**src/rtl/ccd_seq_pkg.sv**
```systemverilog
package ccd_seq_pkg;

    typedef enum logic [3:0] {
        ST_IDLE,
        ST_EXPOSE,
        ST_VX_A,
        ST_VX_B,
        ST_VX_C,
        ST_VX_D,
        ST_H_RAISE,
        ST_H_DROP,
        ST_DONE
    } seq_state_t;

    function automatic logic is_timed(input seq_state_t s);
        return (s == ST_EXPOSE) || (s == ST_VX_A) || (s == ST_VX_B) ||
               (s == ST_VX_C) || (s == ST_VX_D);
    endfunction

endpackage

```
**src/rtl/ccd_down_ctr.sv**
```systemverilog
module ccd_down_ctr #(
    parameter int W = 8
) (
    input  logic         clk,
    input  logic         rst,
    input  logic         load,
    input  logic [W-1:0] load_val,
    input  logic         dec,
    output logic         last
);

    logic [W-1:0] cnt;

    always_ff @(posedge clk) begin
        if (rst) begin
            cnt <= '0;
        end else if (load) begin
            cnt <= (load_val == '0) ? W'(1) : load_val;
        end else if (dec && (cnt != '0)) begin
            cnt <= cnt - W'(1);
        end
    end

    assign last = (cnt == W'(1));

endmodule

```
**src/rtl/ccd_seq_fsm.sv**
```systemverilog
module ccd_seq_fsm
    import ccd_seq_pkg::*;
(
    input  logic clk,
    input  logic rst,
    input  logic start,
    input  logic t_last,
    input  logic r_last,
    input  logic c_last,
    output logic t_load,
    output logic t_pick_exp,
    output logic r_load,
    output logic r_dec,
    output logic c_load,
    output logic c_dec,
    output logic v1,
    output logic v2,
    output logic h1,
    output logic h2,
    output logic sample,
    output logic busy,
    output logic done
);

    seq_state_t state, nstate;

    // state register
    always_ff @(posedge clk) begin
        if (rst) state <= ST_IDLE;
        else     state <= nstate;
    end

    // next state and counter control
    always_comb begin
        nstate = state;
        r_load = 1'b0;
        r_dec  = 1'b0;
        c_load = 1'b0;
        c_dec  = 1'b0;
        unique case (state)
            ST_IDLE: begin
                if (start) begin
                    nstate = ST_EXPOSE;
                    r_load = 1'b1;
                end
            end
            ST_EXPOSE:  if (t_last) nstate = ST_VX_A;
            ST_VX_A:    if (t_last) nstate = ST_VX_B;
            ST_VX_B:    if (t_last) nstate = ST_VX_C;
            ST_VX_C:    if (t_last) nstate = ST_VX_D;
            ST_VX_D: begin
                if (t_last) begin
                    nstate = ST_H_RAISE;
                    c_load = 1'b1;
                end
            end
            ST_H_RAISE: nstate = ST_H_DROP;
            ST_H_DROP: begin
                c_dec = 1'b1;
                if (c_last) begin
                    r_dec  = 1'b1;
                    nstate = r_last ? ST_DONE : ST_VX_A;
                end else begin
                    nstate = ST_H_RAISE;
                end
            end
            ST_DONE:    nstate = ST_IDLE;
            default:    nstate = ST_IDLE;
        endcase
        t_load     = (nstate != state) && is_timed(nstate);
        t_pick_exp = (nstate == ST_EXPOSE);
    end

    // output decode
    always_comb begin
        v1     = 1'b0;
        v2     = 1'b0;
        h1     = 1'b1;
        h2     = 1'b0;
        sample = 1'b0;
        busy   = 1'b1;
        done   = 1'b0;
        unique case (state)
            ST_IDLE:    busy = 1'b0;
            ST_EXPOSE:  ;
            ST_VX_A:    v1 = 1'b1;
            ST_VX_B:    v2 = 1'b1;
            ST_VX_C:    v1 = 1'b1;
            ST_VX_D:    ;
            ST_H_RAISE: begin
                h1 = 1'b0;
                h2 = 1'b1;
            end
            ST_H_DROP:  sample = 1'b1;
            ST_DONE:    done = 1'b1;
            default:    busy = 1'b0;
        endcase
    end

    AST_DONE_PULSE: assert property (@(posedge clk) disable iff (rst)
        done |=> (!done && !busy));

    AST_NO_RESTART: assert property (@(posedge clk) disable iff (rst)
        (busy && !done) |=> busy);

    AST_START_TAKES: assert property (@(posedge clk) disable iff (rst)
        (!busy && start) |=> (busy && !v1 && !v2));

endmodule

```
**src/rtl/ccd_readout_seq.sv**
```systemverilog
module ccd_readout_seq #(
    parameter int ROW_W  = 12,
    parameter int COL_W  = 12,
    parameter int EXP_W  = 24,
    parameter int HOLD_W = 8
) (
    input  logic              clk,
    input  logic              rst,
    input  logic              start,
    input  logic [ROW_W-1:0]  rows_cfg,
    input  logic [COL_W-1:0]  cols_cfg,
    input  logic [EXP_W-1:0]  expose_cfg,
    input  logic [HOLD_W-1:0] hold_cfg,
    output logic              v1,
    output logic              v2,
    output logic              h1,
    output logic              h2,
    output logic              sample,
    output logic              busy,
    output logic              done
);

    localparam int T_W = (EXP_W > HOLD_W) ? EXP_W : HOLD_W;

    logic t_load, t_pick_exp, t_last;
    logic r_load, r_dec, r_last;
    logic c_load, c_dec, c_last;
    logic [T_W-1:0] t_val;

    assign t_val = t_pick_exp ? T_W'(expose_cfg) : T_W'(hold_cfg);

    ccd_down_ctr #(.W(T_W)) u_hold_tmr (
        .clk(clk), .rst(rst), .load(t_load), .load_val(t_val),
        .dec(1'b1), .last(t_last)
    );

    ccd_down_ctr #(.W(ROW_W)) u_row_ctr (
        .clk(clk), .rst(rst), .load(r_load), .load_val(rows_cfg),
        .dec(r_dec), .last(r_last)
    );

    ccd_down_ctr #(.W(COL_W)) u_col_ctr (
        .clk(clk), .rst(rst), .load(c_load), .load_val(cols_cfg),
        .dec(c_dec), .last(c_last)
    );

    ccd_seq_fsm u_fsm (
        .clk(clk), .rst(rst), .start(start),
        .t_last(t_last), .r_last(r_last), .c_last(c_last),
        .t_load(t_load), .t_pick_exp(t_pick_exp),
        .r_load(r_load), .r_dec(r_dec), .c_load(c_load), .c_dec(c_dec),
        .v1(v1), .v2(v2), .h1(h1), .h2(h2),
        .sample(sample), .busy(busy), .done(done)
    );

    // strobes per line, observed at the ports for the checks below
    logic             v1_q, v2_q;
    logic [COL_W:0]   pix_seen;
    logic [COL_W:0]   cols_eff;
    logic             line_start;

    assign cols_eff   = (cols_cfg == '0) ? (COL_W+1)'(1) : {1'b0, cols_cfg};
    assign line_start = v1 && !v1_q && !v2_q;

    always_ff @(posedge clk) begin
        if (rst) begin
            v1_q     <= 1'b0;
            v2_q     <= 1'b0;
            pix_seen <= '0;
        end else begin
            v1_q <= v1;
            v2_q <= v2;
            if (!busy || line_start) pix_seen <= '0;
            else if (sample)         pix_seen <= pix_seen + 1'b1;
        end
    end

    AST_V2_AFTER_V1: assert property (@(posedge clk) disable iff (rst)
        $rose(v2) |-> ($past(v1) && !v1));

    AST_V2_FALL_TO_V1: assert property (@(posedge clk) disable iff (rst)
        $fell(v2) |-> (v1 && !v2));

    AST_H_IDLE_IN_VX: assert property (@(posedge clk) disable iff (rst)
        (v1 || v2) |-> (h1 && !h2));

    AST_SAMPLE_EDGE: assert property (@(posedge clk) disable iff (rst)
        sample |-> $fell(h2));

    AST_COL_COUNT: assert property (@(posedge clk) disable iff (rst)
        (line_start && busy && pix_seen != '0) |-> (pix_seen == cols_eff));

    AST_LAST_LINE_COLS: assert property (@(posedge clk) disable iff (rst)
        done |-> (pix_seen == cols_eff));

endmodule

```
**config.mk**
```make
export PLATFORM = sky130hd
export DESIGN_NAME = ccd_readout_seq
export DESIGN_NICKNAME = d
export VERILOG_FILES = /design/src/rtl/ccd_seq_pkg.sv /design/src/rtl/ccd_down_ctr.sv /design/src/rtl/ccd_seq_fsm.sv /design/src/rtl/ccd_readout_seq.sv
export SDC_FILE = /design/constraint.sdc
export NUM_CORES = 1
export LEC_CHECK = 0
export BUFFER_PORTS_ARGS = -buffer_cell sky130_fd_sc_hd__buf_2
export CAP_MARGIN = 20
export CORE_ASPECT_RATIO = 0.8
export CORE_MARGIN = 5
export CORE_UTILIZATION = 57
export CTS_BUF_LIST = sky130_fd_sc_hd__clkbuf_8
export CTS_CLUSTER_SIZE = 25
export DETAILED_ROUTE_END_ITERATION = 6
export PLACE_DENSITY_LB_ADDON = 0.12
export SETUP_SLACK_MARGIN = 0.02
export SLEW_MARGIN = 20
export SYNTH_ARGS = -nofsm -noshare
export SYNTH_HDL_FRONTEND = slang
export SYNTH_SLANG_ARGS = --single-unit
```
**constraint.sdc**
```tcl
create_clock -name clk -period 3.24 [get_ports clk]
set_input_delay 0.324 -clock clk [delete_from_list [all_inputs] [get_ports clk]]
set_output_delay 0.324 -clock clk [all_outputs]
set_load 0.02 [all_outputs]
```
==> results of run 1 <==
what timing repair did:
action                     4_1_cts  5_1_grt
resized for setup                0        0
buffers inserted                 0        1
hold buffers                     0        0
setup endpoints to repair        0       17
state kept, by name (all words and copies together), names as in the netlist:
signal	count
u_row_ctr.cnt	12
u_hold_tmr.cnt	24
u_fsm.state	4
u_col_ctr.cnt	12
synth_stat cells, types with 3 or more instances:
library cell and instances:
buf_2 3, nand2_1 27, xor2_1 18, mux2i_1 6, a32oi_1 4, a221oi_1 3, nor3_1 22, or3_1 5
o21ai_0 4, nand3_1 14, o211ai_1 4, ha_1 9, xnor2_1 11, o21ai_1 4, nor2b_1 3, a211oi_1 12
dfxtp_1 52, inv_1 14, nor4_1 23, nand2b_1 4, nand4_1 4, and3_1 4, nor2_1 42, a31oi_1 5
or4_1 8, o31ai_1 7, clkbuf_1 17, a21oi_1 20, a32o_1 14
final timing paths:
check | slack (ns) | start | endpoint
worst min-delay path | 0.24 | expose_cfg[23] | u_hold_tmr.cnt[23]
worst min register to register | 0.50 | u_row_ctr.cnt[11] | u_row_ctr.cnt[11]
worst max-delay path | 0.11 | u_hold_tmr.cnt[14] | u_hold_tmr.cnt[1]
worst max register to register | 0.11 | u_hold_tmr.cnt[14] | u_hold_tmr.cnt[1]
area by class of cell:
class	instances	area [um^2]	share of cell area
multi-input combinational	321	2170	0.556
clock inverter	2	13.8	0.00353
inverter	14	52.6	0.0135
sequential	52	1040	0.267
clock buffer	6	82.6	0.0212
timing repair buffer	79	443	0.113
tap	81	101	0.0260
kinds of logic after synthesis:
logic type,after synthesis,synth area share
buffers and inverters,37,0.0479
adders and majority gates,9,0.0334
and+or+nand+nor,171,0.270
DFF,52,0.309
xor gates and xnor gates,29,0.0754
muxes,8,0.0245
AOI/OAI and AO/OA,104,0.240
worst max-delay path, stage by stage, from the launching register on:
cell      delay [ns]
dfxtp_1         0.37
or4_4           0.58
or4_1           0.57
or4_4           0.56
nor3b_1         0.25
mux2_1          0.40
nor3_1          0.17
a211oi_1        0.08
per-stage QoR:
stage	cell area [um^2]	worst slack, ns
finish	3900	0.112
global route	3900	0.0313
CTS	3890	0.132
detailed placement	3800	0.160
global placement	3800	0.223
floorplan	3370	0.284
routing by layer:
layer	wire, um	vias to the layer above
li1	-	1707
met1	4530	1615
met2	3980	78
met3	499	2
met4	44	0
met5	0	-
cell usage in the layout (no fill, tap or decap), drive strengths merged, types with 12 or more instances in the layout:
cell,n
inv,15
a21oi,20
nand3,14
nor2,42
a211oi,12
buf,79
nor4,23
xor2,18
nor3,24
nand2,28
dfxtp,52
a32o,15
power groups by stage:
stage | Clock, mW | Sequential [mW] | Combinational (mW)
4_1_cts | 0.410 | 0.902 | 1.02
5_1_grt | 0.438 | 0.927 | 1.14
3_5_place_dp | 0 | 0.916 | 1.01
2_1_floorplan | 0 | 0.875 | 0.785
3_3_place_gp | 0 | 0.908 | 0.987
6_report | 0.406 | 0.906 | 1.03
==> out/qor.yml, run 1 <==
status:
  status: "finished, final reports clean"
cts:
  cts_tree: "built"
  htreeDepth: 2
  root_buffer: "clkbuf_8"
  cts.clk_slew.worst_paths_ns: 0.10
  clockBufferDepth: 2
  insertion_delay_ns: 0.31
  cts_sinks: 52
  cts_buffers: 5
setup_path:
  worst_ep_arrival_time_ns: 3.28
  crit_type: "reg -> reg"
  startpoint_type: "flop"
  critical_path.max_fanout: 6
  r2r_cells: 7
  critPathRequiredTime_ns: 3.39
  endpoint_kind: "flop"
timing:
  slew_violations: 0
  rsz0062_at_grt: "false"
  fin_crit_ns: 3.13
  hold_violations: 0
  fin_tns_setup_ns: 0
  worst_pin_slew_ns: 0.829
  whs_ns: 0.236
  skew_ns: 0.00919
  timing.slew.headroom: 0.446
  setup_viol: 0
  timing.final.crit_share: 0.966
  fmax_mhz: 320
synthesis:
  ys_warn_count: 0
  yosysTopAreaCellShare: 0.309
  synthTopCellsByArea: "dfxtp_1 31%, nor2_1 4.7%, xor2_1 4.7%, nor4_1 4.3%, a32o_1 4.2%"
  synth_top_area_cell: "dfxtp_1"
  synth_area_per_cell_um2: 8.22
  async_reset_ff_frac: 0
  synth_edf_count: 0
  synth-main-ff-cell: "dfxtp_1"
  ys_ff_latch: 52
  synth.cell_area_um2: 3370
  ys_seq_area_frac: 0.309
  synth_nets: 478
  yosys.cell_types.count: 68
  syn_inst: 410
finish:
  fin_cells: 555
  n_fill_cell: 523
  syn_to_final_growth_pct: 15.9
  drive_gt1_frac: 0.217
  finish.utilization: 0.671
  nNetsFinal: 541
  num_antenna_cells: 0
place:
  dp.cells: 546
  gp_congestion: 0.921
  dp_hpwl_mm: 6.85
  portBuffers: 65
floorplan:
  rows: 25
  dieArea_um2: 7560
  start_util: 0.579
  ios: 66
  core-area_um2: 5820
  fp.dieW_um: 95.9
  die_h_um: 78.8
hold_path:
  holdCritPathClass: "in -> reg"
  holdPathStages: 2
grt:
  grt_max_degree: 40
  busiest_layer: "met2"
  grt.overflow.total: 0
  antenna_found_initial: 0
  grt_use_met2: 0.369
  grtUsageTotal: 0.245
  grt_pass1_vias: 3161
  grt_pass1_wl_mm: 14.8
  grt_util_met1: 0.364
  met3_usage: 0.0369
power_and_ir_drop:
  p_sw_frac: 0.403
  power_density_nw_per_um2: 600
  seqPwrFrac: 0.387
  irDropWorstVdd_uv: 414
  power.total_mw: 2.34
  p_leak_nw: 1.59
  comb_power_share: 0.440
  power.switching_mw: 0.944
  power_frac_clock: 0.173
  intPower_mw: 1.40
detailed_routing:
  vias: 3402
  first_pass_iters: 4
  wl_mm: 9.05
  drt-wirelength-per-cell_um: 16.3
  postRouteAntennaNets: 0
  vias_per_cell: 6.13
  drt_iter0_markers: 209
  drcViolationCount: 0
run:
  drv_cap: 0
(Power assumes the default switching activity.)
==> inputs of run 2 (changes only) <==
Settings changed: CORE_ASPECT_RATIO 0.8 to not set, PLACE_DENSITY set to 0.82, PLACE_DENSITY_LB_ADDON 0.12 to not set.
==> run 2 against run 1 <==
Compared with the run above:
- cell area hardly changed
- critical path depth grew 1
- register-to-register slack improved by 0.07 ns
- global-route usage decreased by 0.71 points
- hold slack lost 0.0094 ns
- power is 0.68% lower
- cell count fell by 1.3%
- sequential power is 1% lower
- largest cell class unchanged
- routed wire length fell by 3.7%
- non-clock buffer count shrank 1
==> out/qor.yml, run 2 (synthesized netlist as in run 1, its figures left out) <==
status:
  status: "finished, final reports clean"
floorplan:
  fp.dieW_um: 86.9  # -9.5%
  core-area_um2: 5820  # about the same
  ios: 66  # unchanged
  start_util: 0.579  # about the same
  die_h_um: 86.9  # +10%
  dieArea_um2: 7550  # -0.13%
  rows: 28  # +12%
power_and_ir_drop:
  irDropWorstVdd_uv: 322  # -22%
  power_density_nw_per_um2: 596  # -0.61%
  power.total_mw: 2.32  # -0.68%
  p_leak_nw: 1.58  # -0.11%
place:
  portBuffers: 65  # unchanged
  dpl-instance-area_um2: 3780  # -0.40%
  dp_hpwl_mm: 6.55  # -4.3%
  gp_congestion: 0.933  # +1.3%
timing:
  setup_viol: 0  # unchanged
  slew_violations: 0  # unchanged
  whs_ns: 0.227  # -0.00942 ns
  fin_crit_ns: 3.05  # -0.0741 ns
  hold_violations: 0  # unchanged
  fin_tns_setup_ns: 0  # unchanged
  timing.final.crit_share: 0.943  # -0.0229
  worst_pin_slew_ns: 0.810  # -0.0190 ns
  fmax_mhz: 327  # +2.4%
  skew_ns: 0.0170  # +0.00779 ns
  timing.slew.headroom: 0.460  # +0.0139
  rsz0062_at_grt: "false"
setup_path:
  critical_path.max_fanout: 6  # unchanged
  worst_ep_arrival_time_ns: 3.31  # +0.03 ns
  critPathRequiredTime_ns: 3.49  # +0.10 ns
  endpoint_kind: "flop"
  startpoint_type: "flop"
  cpLargestDelayFamily: "simple AND/OR/NAND/NOR gates"
  crit_type: "reg -> reg"
  slowest_delay_ns: 0.57  # about the same
  cp_common_cell: "or4_4"
  path_buf_inv: 1  # +1
  slowest_stage: "or4_4"
  cp_cell_sequence: "or4_4 -> or4_4 -> or4_4 -> nor3b_1 -> buf_4 -> mux2i_1 -> nor4_1 -> a31o_1"
detailed_routing:
  first_pass_iters: 5  # +1
  vias: 3432  # +0.88%
  drt_iter0_markers: 138  # -34%
  postRouteAntennaNets: 0  # unchanged
  drcViolationCount: 0  # unchanged
  vias_per_cell: 6.26  # +2.2%
  wl_mm: 8.72  # -3.7%
  drt-wirelength-per-cell_um: 15.9  # -2.5%
grt:
  busiest_layer: "met2"
  grt_use_met2: 0.404  # +0.0345
  grt_util_met1: 0.309  # -0.0547
  grt_max_degree: 40  # unchanged
  grt.overflow.total: 0  # unchanged
  grtUsageTotal: 0.238  # -0.00708
  grt_pass1_wl_mm: 14.7  # -1.0%
  antenna_found_initial: 0  # unchanged
  grt_pass1_vias: 3201  # +1.3%
  met3_usage: 0.0369  # about the same
finish:
  reg_top3: "u_hold_tmr.cnt: 24 flops, u_col_ctr.cnt: 12 flops, u_row_ctr.cnt: 12 flops"
  design_area_um2: 3900  # about the same
  nNetsFinal: 540  # -0.18%
  num_antenna_cells: 0  # unchanged
  largest_reg_flops: 24  # unchanged
  drive_gt1_frac: 0.222  # +0.00469
  syn_to_final_growth_pct: 15.8  # about the same
  regMostFlops: "u_hold_tmr.cnt"
  final_common_cell: "buf_2"
  finish.utilization: 0.671  # about the same
  most-common-layout-cells: "65 x buf_2, 52 x dfxtp_1, 41 x nor2_1, 27 x nand2_1, 23 x nor4_1"
cts:
  clockBufferDepth: 2  # unchanged
  htreeDepth: 2  # unchanged
  root_buffer: "clkbuf_8"
  cts.clk_slew.worst_paths_ns: 0.11  # about the same
  cts_tree: "built"
  cts_sinks: 52  # unchanged
  cts_buffers: 5  # unchanged
  insertion_delay_ns: 0.32  # about the same
hold_path:
  holdCritPathClass: "in -> reg"
run:
  drv_cap: 0  # unchanged
run 2: cell count changes in the layout (fill, tap and decap cells not counted), sizes merged:
cell	change
buf	-1
clkbuf	-1
clkinv	+1
run 2: worst register-to-register path, cell delays in order (launching register included):
cell and delay [ns]:
dfxtp_1 0.37, or4_4 0.57, or4_4 0.52, or4_4 0.54, nor3b_1 0.22, buf_4 0.20, mux2i_1 0.13, nor4_1 0.28
a31o_1 0.15
run 2: what timing repair did:
item,in CTS,in global routing
endpoints found under the setup margin,0,21
gates resized for setup,0,3
hold buffers,0,0
buffers inserted,0,1
run 2: metrics by stage:
step / setup WS (ns) / std cells
after floorplan: 0.284 / 410
after global placement: 0.231 / 539
after detailed placement: 0.153 / 539
after CTS: 0.122 / 547
after global routing: 0.0545 / 548
final: 0.186 / 548
run 2: final cells by class:
| type | count | area (um^2) |
|---|---|---|
| clock buffers | 5 | 68.8 |
| clock inverters | 3 | 26.3 |
| fillers | 498 | 1920 |
| inverters | 14 | 52.6 |
| multi-input cells | 321 | 2180 |
| flip-flops and latches | 52 | 1040 |
| well taps | 75 | 93.8 |
| repair buffers | 78 | 435 |
run 2: path summary, 6_finish.rpt:
| check | endpoint | slack [ns] | startpoint | cells past startpoint |
|---|---|---|---|---|
| worst min register to register | u_row_ctr.cnt[11] | 0.49 | u_row_ctr.cnt[11] | 2 |
| worst min-delay path | u_hold_tmr.cnt[11] | 0.23 | expose_cfg[11] | 2 |
| worst max-delay path | u_hold_tmr.cnt[2] | 0.19 | u_hold_tmr.cnt[14] | 8 |
| worst max register to register | u_hold_tmr.cnt[2] | 0.19 | u_hold_tmr.cnt[14] | 8 |
run 2: report_power, final:
group          leakage, nW  total, mW  internal (mW)  switching (mW)
Sequential           0.426      0.895          0.770           0.125
Clock               0.0487      0.400          0.158           0.242
Combinational         1.11       1.03          0.451           0.578
Total                 1.58       2.32           1.38           0.945
run 2: layer usage:
layer / vias to the layer above / wire, um
li1: 1696 / -
met1: 1597 / 3830
met2: 121 / 4160
met3: 18 / 559
met4: 0 / 167
met5: - / 0
